### src/rtl/rps_pkg.sv
package rps_pkg;
  localparam int SLOT_CNT = 16;
  localparam int SLOT_W = $clog2(SLOT_CNT);
  typedef logic [SLOT_W-1:0] slot_t;

  localparam slot_t KBD_A   = slot_t'(8);
  localparam slot_t KBD_B   = slot_t'(9);
  localparam slot_t BASIC_A = slot_t'(10);
  localparam slot_t BASIC_B = slot_t'(11);

  // slots 8..11 are aliases that do not map to a socket
  function automatic logic is_alias(input slot_t s);
    return (s == KBD_A) || (s == KBD_B) || (s == BASIC_A) || (s == BASIC_B);
  endfunction
endpackage

### src/rtl/rps_wr_decode.sv
module rps_wr_decode
  import rps_pkg::*;
#(
  parameter int ADDR_W      = 4,
  parameter int DATA_W      = 8,
  parameter int PAGE_OFFSET = 5
) (
  input  logic              wr_en,
  input  logic [ADDR_W-1:0] wr_addr,
  input  logic [DATA_W-1:0] wr_data,
  input  slot_t             cur_slot,
  output slot_t             nxt_slot
);
  localparam logic [ADDR_W-1:0] OFF = ADDR_W'(PAGE_OFFSET);

  logic       hit;
  logic       upper;
  logic [2:0] num;

  assign hit   = wr_en && (wr_addr == OFF);
  assign upper = wr_data[3];
  assign num   = wr_data[2:0];

  always_comb begin
    nxt_slot = cur_slot;
    if (hit) begin
      if (upper)
        nxt_slot = {1'b1, num};
      else if (!is_alias(cur_slot))
        nxt_slot = {1'b0, num};
    end
  end
endmodule

### src/rtl/rps_slot_map.sv
module rps_slot_map
  import rps_pkg::*;
(
  input  slot_t               slot,
  output logic                kbd,
  output logic                basic,
  output logic [SLOT_CNT-1:0] ext
);
  assign kbd   = (slot == KBD_A) || (slot == KBD_B);
  assign basic = (slot == BASIC_A) || (slot == BASIC_B);

  for (genvar g = 0; g < SLOT_CNT; g++) begin : g_sock
    if (is_alias(slot_t'(g))) begin : g_alias
      assign ext[g] = 1'b0;
    end else begin : g_real
      assign ext[g] = (slot == slot_t'(g));
    end
  end
endmodule

### src/rtl/rom_page_select.sv
module rom_page_select
  import rps_pkg::*;
#(
  parameter int ADDR_W      = 4,
  parameter int DATA_W      = 8,
  parameter int PAGE_OFFSET = 5,
  parameter int RESET_SLOT  = 10
) (
  input  logic                clk,
  input  logic                rst,
  input  logic                wr_en,
  input  logic [ADDR_W-1:0]   wr_addr,
  input  logic [DATA_W-1:0]   wr_data,
  output logic [SLOT_W-1:0]   rom_num,
  output logic                kbd_sel,
  output logic                basic_sel,
  output logic [SLOT_CNT-1:0] ext_rom_sel
);
  localparam slot_t RST_SLOT = slot_t'(RESET_SLOT);

  slot_t               nxt_slot;
  logic                nxt_kbd;
  logic                nxt_basic;
  logic [SLOT_CNT-1:0] nxt_ext;
  logic                rst_kbd;
  logic                rst_basic;
  logic [SLOT_CNT-1:0] rst_ext;

  rps_wr_decode #(
    .ADDR_W(ADDR_W), .DATA_W(DATA_W), .PAGE_OFFSET(PAGE_OFFSET)
  ) dec_i (
    .wr_en(wr_en), .wr_addr(wr_addr), .wr_data(wr_data),
    .cur_slot(rom_num), .nxt_slot(nxt_slot)
  );

  rps_slot_map map_i (
    .slot(nxt_slot), .kbd(nxt_kbd), .basic(nxt_basic), .ext(nxt_ext)
  );

  rps_slot_map map_rst_i (
    .slot(RST_SLOT), .kbd(rst_kbd), .basic(rst_basic), .ext(rst_ext)
  );

  always_ff @(posedge clk) begin
    if (rst) begin
      rom_num     <= RST_SLOT;
      kbd_sel     <= rst_kbd;
      basic_sel   <= rst_basic;
      ext_rom_sel <= rst_ext;
    end else begin
      rom_num     <= nxt_slot;
      kbd_sel     <= nxt_kbd;
      basic_sel   <= nxt_basic;
      ext_rom_sel <= nxt_ext;
    end
  end
endmodule

### config.mk
export PLATFORM = sky130hd
export DESIGN_NAME = rom_page_select
export DESIGN_NICKNAME = d
export VERILOG_FILES = /design/src/rtl/rps_pkg.sv /design/src/rtl/rps_wr_decode.sv /design/src/rtl/rps_slot_map.sv /design/src/rtl/rom_page_select.sv
export SDC_FILE = /design/constraint.sdc
export NUM_CORES = 1
export LEC_CHECK = 0
export ABC_AREA = 1
export BUFFER_PORTS_ARGS = -buffer_cell sky130_fd_sc_hd__buf_2
export CORE_AREA = 2 2 48 50
export DETAILED_ROUTE_END_ITERATION = 7
export DIE_AREA = 0 0 50 52
export PLACE_DENSITY = 0.64
export RECOVER_POWER = 100
export SYNTH_ARGS = -nofsm -noshare
export SYNTH_HDL_FRONTEND = slang
export SYNTH_SLANG_ARGS = --single-unit
### constraint.sdc
create_clock -name clk -period 1.6 [get_ports clk]
set_input_delay 0.24 -clock clk [delete_from_list [all_inputs] [get_ports clk]]
set_output_delay 0.24 -clock clk [all_outputs]
set_load 0.01 [all_outputs]
# Yosys cells after proc, flatten, opt, wreduce, memory -nomap -nowiden
# Index checks and enable logic that the tools add are counted.
[op_classes]
addsub = 0
mul = 0
div = 0
order_cmp = 0
eq_ne = 20
shifts = 0
n_mux = 3
n_bitwise = 0
n_reduce_logical = 7
[op_table]
columns = ["op", "count"]
rows = [
  ["$eq 4x4->1 const B", 12],
  ["$eq 4x3->1 const B", 5],
  ["$mux 4", 3],
  ["$eq 4x2->1 const B", 2],
  ["$logic_or 1x1->1", 5],
  ["$eq 4x1->1 const B", 1],
  ["$logic_not 4->1", 1],
  ["$logic_and 1x1->1", 1],
]
[word_totals]
ff_bits = 22
latchBits = 0
ramBits = 0
romBits = 0
in_bits = 15
output_inout_bits = 22
elab_cells = 35
mem_count = 0

# Longest topological paths before layout
# Gate-level depths: netlist of the first run.
[logic_depth]
ltp_word = 9
ltp_mapped = 9
mapped_depth_nobuf = 9

# Hierarchy
# Synthesis of the first run repeated with hierarchy kept, for this count alone.
[hier_totals]
cells_unflattened = 173
area_unflattened_um2 = 1077.3
[by_module_without_submodules]
columns = ["mod", "n_inst", "cells_per_inst", "area_per_inst_um2", "seq_area_each_um2"]
rows = [
  ["rom_page_select", 1, 88, 699.4, 440.4],
  ["rps_slot_map", 2, 31, 131.4, 0.0],
  ["rps_wr_decode", 1, 23, 115.1, 0.0],
]

# Worst setup path after synthesis of the first run
# OpenSTA, ideal clock, no wires.
[synth_path]
kind = "register to register"
start = "register rom_num[2]"
end = "register ext_rom_sel[0]"
setup_ps = 114
t_arrival_ps = 935
path_slack_ps = 551
stages_incl_launch_ff = 8
n_path_buf = 0
synth_period_minus_slack_ps = 1049
path_cell_list = "dfxtp_1 inv_1 nand3_2 nand3_1 nand2_2 inv_1 nand2_2 nor2_1"
[synth_between]
elab_chain_cells = 8
elab_cells_between_ends = 11
classes_between = "4 x eq/ne; 3 x mux; 4 x reduce/logical"
[synth_lines]
columns = ["item", "line", "source"]
rows = [
  ["start, declared", "rom_page_select.sv:14", "output logic [SLOT_W-1:0] rom_num,"],
  ["start signal, assigned", "rom_page_select.sv:51", "rom_num <= nxt_slot;"],
  ["$eq 4x4->1", "rps_pkg.sv:13", "return (s == KBD_A) || (s == KBD_B) || (s == BASIC_A) || (s == BASIC_B);"],
  ["$logic_or 1x1->1 (3 in series)", "rps_pkg.sv:13", ""],
  ["$mux 4", "rps_wr_decode.sv:29", "else if (!is_alias(cur_slot))"],
  ["$mux 4", "rps_wr_decode.sv:27", "if (upper)"],
  ["$mux 4 (*)", "rps_wr_decode.sv:26", "if (hit) begin"],
  ["$logic_not 4->1 (*)", "rps_slot_map.sv:16", "assign ext[g] = (slot == slot_t'(g));"],
  ["end signal, assigned", "rom_page_select.sv:49", "ext_rom_sel <= rst_ext;"],
  ["end signal, assigned", "rom_page_select.sv:54", "ext_rom_sel <= nxt_ext;"],
  ["end, declared", "rom_page_select.sv:17", "output logic [SLOT_CNT-1:0] ext_rom_sel"],
]
# Every way passes the cells marked *; elsewhere a longest branch is shown, timed or not.
# A chain may end at the register's enable or synchronous reset.

# Final worst setup path of the first run
[layout_path]
start = "register rom_num[3]"
end = "register ext_rom_sel[14]"
[layout_between]
elab_chain_cells = 8
elab_cells_between_ends = 11
classes_between = "5 x eq/ne; 3 x mux; 3 x reduce/logical"
[layout_lines]
columns = ["item", "line"]
rows = [
  ["$eq 4x4->1", "rps_pkg.sv:13"],
  ["$logic_or 1x1->1 (3 in series)", "rps_pkg.sv:13"],
  ["$mux 4", "rps_wr_decode.sv:29"],
  ["$mux 4", "rps_wr_decode.sv:27"],
  ["$mux 4 (*)", "rps_wr_decode.sv:26"],
  ["$eq 4x4->1 (*)", "rps_slot_map.sv:16"],
]
# Marked as above.

==> results of run 1 <==
==> metal layers <==
metal,GRT usage,vias to the layer above,share of wire
li1,-,321,-
met4,0.0139,0,0
met1,0.114,248,0.47
met3,0.0603,0,0.059
met5,0,-,0
met2,0.184,14,0.47
==> per-stage QoR <==
step | cells | hold slack (ns) | instance area [um2] | worst slack, ns | power (mW)
global placement | 143 | 0.451 | 853 | 0.409 | 0.515
CTS | 147 | 0.145 | 890 | 0.477 | 0.782
global route | 147 | 0.132 | 855 | 0.220 | 0.810
finish | 147 | 0.152 | 855 | 0.393 | 0.770
detailed placement | 143 | 0.451 | 853 | 0.395 | 0.516
floorplan | 91 | 0.312 | 708 | 0.551 | 0.502
==> how the worst min path moves through the flow <==
stage | from | end | slack [ns]
6_report | rst | rom_num[0] | 0.15
5_1_grt | rst | rom_num[0] | 0.13
4_1_cts | rst | rom_num[0] | 0.14
3_5_place_dp | rst | rom_num[0] | 0.45
3_3_place_gp | rst | rom_num[0] | 0.45
2_1_floorplan | rst | rom_num[0] | 0.31
==> where the power goes <==
part	internal, mW	total [mW]	leakage (nW)	switching, mW
registers	0.451	0.453	0.145	0.00179
clock network	0.138	0.266	0.0210	0.128
logic	0.0183	0.0503	0.244	0.0320
total	0.608	0.770	0.410	0.161
==> cell usage after synthesis <==
cell type	number
nand2_1	22
dfxtp_1	18
nor2_1	16
inv_1	9
nand2_2	5
buf_4	4
nand3_1	4
nand3_2	4
nand3b_1	2
a21oi_1	1
conb_1	1
inv_2	1
nor2_4	1
==> state kept, by name, summed over array words and instances, names as in the netlist <==
signal       cells
ext_rom_sel     12
rom_num          4
basic_sel        1
kbd_sel          1
==> layout make-up <==
class	count	area, um2
multi-input combinational	59	268
sequential	18	360
timing repair buffer	28	118
fill	232	1250
clock buffer	4	36.3
tap	28	35.0
inverter	10	37.5
==> cells by family (layout without fill, tap and decap cells) <==
group | Yosys count | after routing | share of synthesized area
AO/OA/AOI/OAI | 1 | 1 | 0.00717
buffers and inverters | 14 | 42 | 0.0969
flip-flops | 18 | 18 | 0.517
other | 1 | 4 | 0.00538
AND/OR/NAND/NOR | 54 | 54 | 0.373
==> worst max-delay path: stages (launching register included) <==
cell and delay, ns:
dfxtp_1 0.39, nand3_1 0.20, nand2_1 0.19, nand2_1 0.06, nand2_1 0.10, nand2_1 0.10
nor2_1 0.10
==> results.md, run 1 <==
* Initial Util at 0.331
* Reg2Reg Setup Slack at between 0.3 and 0.4 ns
* CTS Buffer Depth at 2
* Max frequency at 828 MHz
* Reg-to-reg endpoint: ext_rom_sel[14]
* CP Max Fanout at 6
* R2R depth at 6
* Core Area at roughly 2100 um2
* Total global routing overflow at 0
* Clk_lat worst skew at 0.28 ns
* Worst IR Drop VDD at 754 uV
* CP startpoint: rom_num[3]
* Reg-to-Reg Start: rom_num[3]
* Syn_area_per_cell at 7.92 um2
* Final worst clock skew at 0.00286 ns
* Commonest non-fill, non-tap cell in the layout: nand2_1
* Setup crit end kind: flop
* Yosys synthesis warning count at 0
* Setup TNS at 0 ns
* Worst EP required at approximately 1.8 ns
* Hold Path Depth at 2
* Power per Cell Area at ~900 nW/um2
* Seq cells post-synth at 18
* Max Transition Viols Final at 0
* Synth-to-Final Area Change at 22.6%
* Max Cap Viol at 0
* Final Cycle Share at 0.755
* FP Rows at 17
* Drt wl/cell at roughly 8.5 um
* Router iterations before antenna repair at 4
* Avg Vias per Cell at 3.97
* Fraction of layout cells with a size suffix above 1 at 0.185
* Setup bufs post-CTS at 0
* Arrival @ worst endpoint at between 1 and 1.5 ns
* Number of global-route vias before repair at 512
* Startpoint Class: flop
* Chip Height at 52 um
* Routed WL at roughly 1200 um
* Die ar. at around 2600 um2
* Via count at 583
* Initial antenna violation count at 0
* CTS tree: done
* H-tree depth at 1
* Post-CTS Resized at 0
* Lkg Pwr at just over 0.4 nW
* Post-synth top area cell: dfxtp_1
* Die width at 50 um
* CTS Sinks at 18
* Commonest non-fill, non-tap cells in the layout: nand2_1 (23), dfxtp_1 (18), clkbuf_1 (18), nor2_1 (16), buf_2 (10)
* Outcome: finished clean
* RSZ-0062 raised after global routing: no
* IO buf count at 28
* First DRT Iteration DRCs at 7
* Fin util at 0.406
* Hold WC Path Type: in -> reg
* Hold Fails Final Rpt at 0
* Total track usage at 0.106
* Worst setup path endpoint: ext_rom_sel[14]
* Fin crit period at 1.21 ns
* GPL Wtd Cong at 0.783
* Diode count at 0
* CP Class: reg -> reg
* Top-Level Pins at 37
* Total CTS buffers at 3
* First-pass GRT wire length at 2040 um
* Yosys cell types at 13
* Clk slew on worst S/H paths at 0.09 ns
* Clk root buf: clkbuf_4
* Cts hold-fix bufs at 0
* Top post-synthesis cells by area: dfxtp_1 (52%), nand2_1 (12%), nor2_1 (8.6%)
* Fin nets at 135
* Final setup viols at 0
* Final ANT Viol Nets at 0
* # DRC at 0
* Mapped Area at around 700 um2
* Largest net degree at the start of global routing at 11
* DP HPWL at approximately 1000 um
* Sequential cell area fraction in the yosys report at 0.517
* Synthesized instance count at 88
* Post-synth top area share at 0.517
Note: power is estimated with default switching activity, not from simulation.
==> inputs of run 2 (changes only) <==
--- a/config.mk
+++ b/config.mk
@@ -5,11 +5,11 @@
 export SDC_FILE = /design/constraint.sdc
 export NUM_CORES = 1
 export LEC_CHECK = 0
-export ABC_AREA = 1
+export ABC_AREA = 0
 export BUFFER_PORTS_ARGS = -buffer_cell sky130_fd_sc_hd__buf_2
-export CORE_AREA = 2 2 48 50
+export CORE_AREA = 2 2 51 53
 export DETAILED_ROUTE_END_ITERATION = 7
-export DIE_AREA = 0 0 50 52
+export DIE_AREA = 0 0 53 55
 export PLACE_DENSITY = 0.64
 export RECOVER_POWER = 100
 export SYNTH_ARGS = -nofsm -noshare
==> constraint.sdc (replaced) <==
create_clock -name clk -period 1.09 [get_ports clk]
set_input_delay 0.1635 -clock clk [delete_from_list [all_inputs] [get_ports clk]]
set_output_delay 0.1635 -clock clk [all_outputs]
set_load 0.01 [all_outputs]
==> results.md, run 2 <==
* Outcome: finished, violations left
* Failing checks: negative setup slack
* Mux cell area share after synthesis at 0.0976
* Post-Synth XOR/XNOR Area at 0
* Avg Vias per Cell at 4.55
* Yosys cell types at 31
* Total track usage at 0.126
* Mapped Area at 782 um2
* Clk root buf: clkbuf_4
* Slowest stage delay, CP at 0.34 ns
* Post-synth EDFFs at 0
* Largest net degree at the start of global routing at 11
* Main synth FF type: dfxtp_1
* Routed WL at 1730 um
* Cts hold-fix bufs at 0
* Compound-gate portion of the synthesized area at 0.106
* Final setup viols at 17
* Slowest CP cell: dfxtp_2
* Yosys synthesis warning count at 0
* Top-Level Pins at 37
* Initial Util at 0.331
* Synth Area in Adders at 0
* CTS tree: done
* Ys async rst share at 0
* Fin crit period at 1.33 ns
* WHS at 0.116 ns
* Drt wl/cell at 11.6 um
* Filler Cells Inserted at 252
* Final ANT Viol Nets at 0
* Top post-synthesis cells by area: dfxtp_1 (46%), nor2_1 (6.7%), mux2i_1 (6.4%)
* CTS Sinks at 18
* Final worst clock skew at 0.00675 ns
* Count leader, synth: dfxtp_1
* Die width at between 50 and 60 um
* Arrival @ worst endpoint at 1.57 ns
* Final Cycle Share at 1.22
* Max frequency at ~750 MHz
* CP top delay family: flip-flops
* Main combinational cell family by area after synthesis: simple AND/OR/NAND/NOR gates
* Fin nets at 136
* Seq cells post-synth at 18
* Worst EP required at 1.33 ns
* FP Rows at 18
* Setup crit end kind: flop
* IO buf count at 28
* Hold Fails Final Rpt at 0
* # DRC at 0
* Syn_area_per_cell at roughly 9.5 um2
* CP Max Fanout at 6
* Total global routing overflow at 0
* Lkg Pwr at 0.435 nW
* Worst Setup Slack, final at -0.237 ns
* Power per Cell Area at 1090 nW/um2
* Fraction of layout cells with a size suffix above 1 at 0.367
* Worst Path Buf+Inv at 1
* Crit-path cells: nand2b_4 -> o2111a_1 -> buf_6 -> mux2_4 -> nor2_2
* Initial antenna violation count at 0
* DP HPWL at 1330 um
* GPL Wtd Cong at 0.751
* Die ar. at 2920 um2
* Hold WC Path Type: in -> reg
* Commonest non-fill, non-tap cells in the layout: clkbuf_1 (16), nor2_1 (14), dfxtp_1 (14), buf_2 (10)
* Diode count at 0
* Synthesized instance count at 82
* Number of global-route vias before repair at a little over 600
* Clk_lat worst skew at between 0.2 and 0.3 ns
* Chip Height at 55 um
* Post-synth top area share at 0.461
* CTS Buffer Depth at 2
* Top reg by flops: ext_rom_sel
* Startpoint Class: flop
* First-pass GRT wire length at 2660 um
* Fin util at 0.456
* First DRT Iteration DRCs at 5
* Worst IR Drop VDD at about 600 uV
* RSZ-0062 raised after global routing: yes
* Max Cap Viol at 0
* H-tree depth at 1
* Top flop regs: ext_rom_sel (12), rom_num (4)
* Number of flip-flops under the largest register name at 12
* Router iterations before antenna repair at 3
* Commonest cells in the synthesized netlist: dfxtp_1 (18), nor2_1 (14), nand2_1 (6)
* Max Transition Viols Final at 0
* Sequential cell area fraction in the yosys report at 0.461
* Core Area at roughly 2400 um2
* Commonest non-fill, non-tap cell in the layout: clkbuf_1
* Post-synth top area cell: dfxtp_1
* CP Class: reg -> reg
* Clk slew on worst S/H paths at 0.11 ns
* Via count at between 600 and 700
* Synth-to-Final Area Change at 37.8%
* Total CTS buffers at 3
* Synth Area in Simple Gates at 0.262
-- run 2: cell count changes after synthesis, sizes merged, moves of 2 or more --
cell / change
nor3: +3
buf: +2
nor2b: +4
o2111ai: +2
nand2: -21
inv: -8
nor3b: +2
mux2: +2
nand3: -7
o21ai: +3
nand3b: -2
mux2i: +5
-- run 2: per-stage QoR --
| stage | worst slack (ns) | cell area, um2 | TNS (ns) | total power, mW | std cells |
|---|---|---|---|---|---|
| 5_1_grt | -0.293 | 1080 | -4.22 | 1.23 | 150 |
| 3_3_place_gp | -0.372 | 993 | -5.68 | 0.763 | 144 |
| 2_1_floorplan | -0.210 | 816 | -2.73 | 0.734 | 85 |
| 3_5_place_dp | -0.401 | 993 | -6.08 | 0.766 | 144 |
| 4_1_cts | -0.218 | 1040 | -2.98 | 1.18 | 148 |
| 6_report | -0.237 | 1080 | -3.04 | 1.17 | 150 |
-- run 2: area by class of cell --
| type | count | area (um2) | area share |
|---|---|---|---|
| Multi-Input combinational cell | 59 | 419 | 0.389 |
| Sequential cell | 18 | 365 | 0.339 |
| Clock buffer | 4 | 36.3 | 0.0337 |
| Timing Repair Buffer | 37 | 211 | 0.196 |
| Inverter | 2 | 7.51 | 0.00697 |
| Tap cell | 30 | 37.5 | 0.0348 |
-- run 2: cells by family after synthesis --
logic type | after synthesis
compound gates | 10
buf+inv | 8
other cells | 1
flops | 18
simple gates | 38
mux | 7
-- run 2: metal layers --
metal	up-vias	wire [um]	track usage
li1	349	-	-
met1	309	677	0.155
met2	23	918	0.219
met3	2	126	0.0242
met4	0	10	0.0513
met5	-	0	0
-- run 2: final timing paths --
| path | start | endpoint | slack [ns] | cells past startpoint |
|---|---|---|---|---|
| max | rom_num[2] | ext_rom_sel[7] | -0.24 | 5 |
| min | rst | rom_num[0] | 0.12 | 2 |
| max reg2reg | rom_num[2] | ext_rom_sel[7] | -0.24 | 5 |
| min reg2reg | rom_num[0] | rom_num[0] | 0.56 | 2 |
-- run 2: power by group --
part	internal (mW)	leakage [nW]	switching [mW]	total, mW
clock network	0.203	0.0210	0.207	0.411
registers	0.660	0.145	0.00170	0.662
logic	0.0403	0.268	0.0566	0.0969
-- run 2: worst register-to-register path, cell delays in order (launching register included) --
cell and delay, ns:
dfxtp_2 0.34, nand2b_4 0.13, o2111a_1 0.25, buf_6 0.15, mux2_4 0.31, nor2_2 0.10
-- run 2: timing repair --
action / CTS / global route
gates cloned: 0 / 0
gates resized for setup: 3 / 10
buffers inserted: 0 / 2
setup endpoints to repair: 18 / 20
pin swaps: 0 / 1
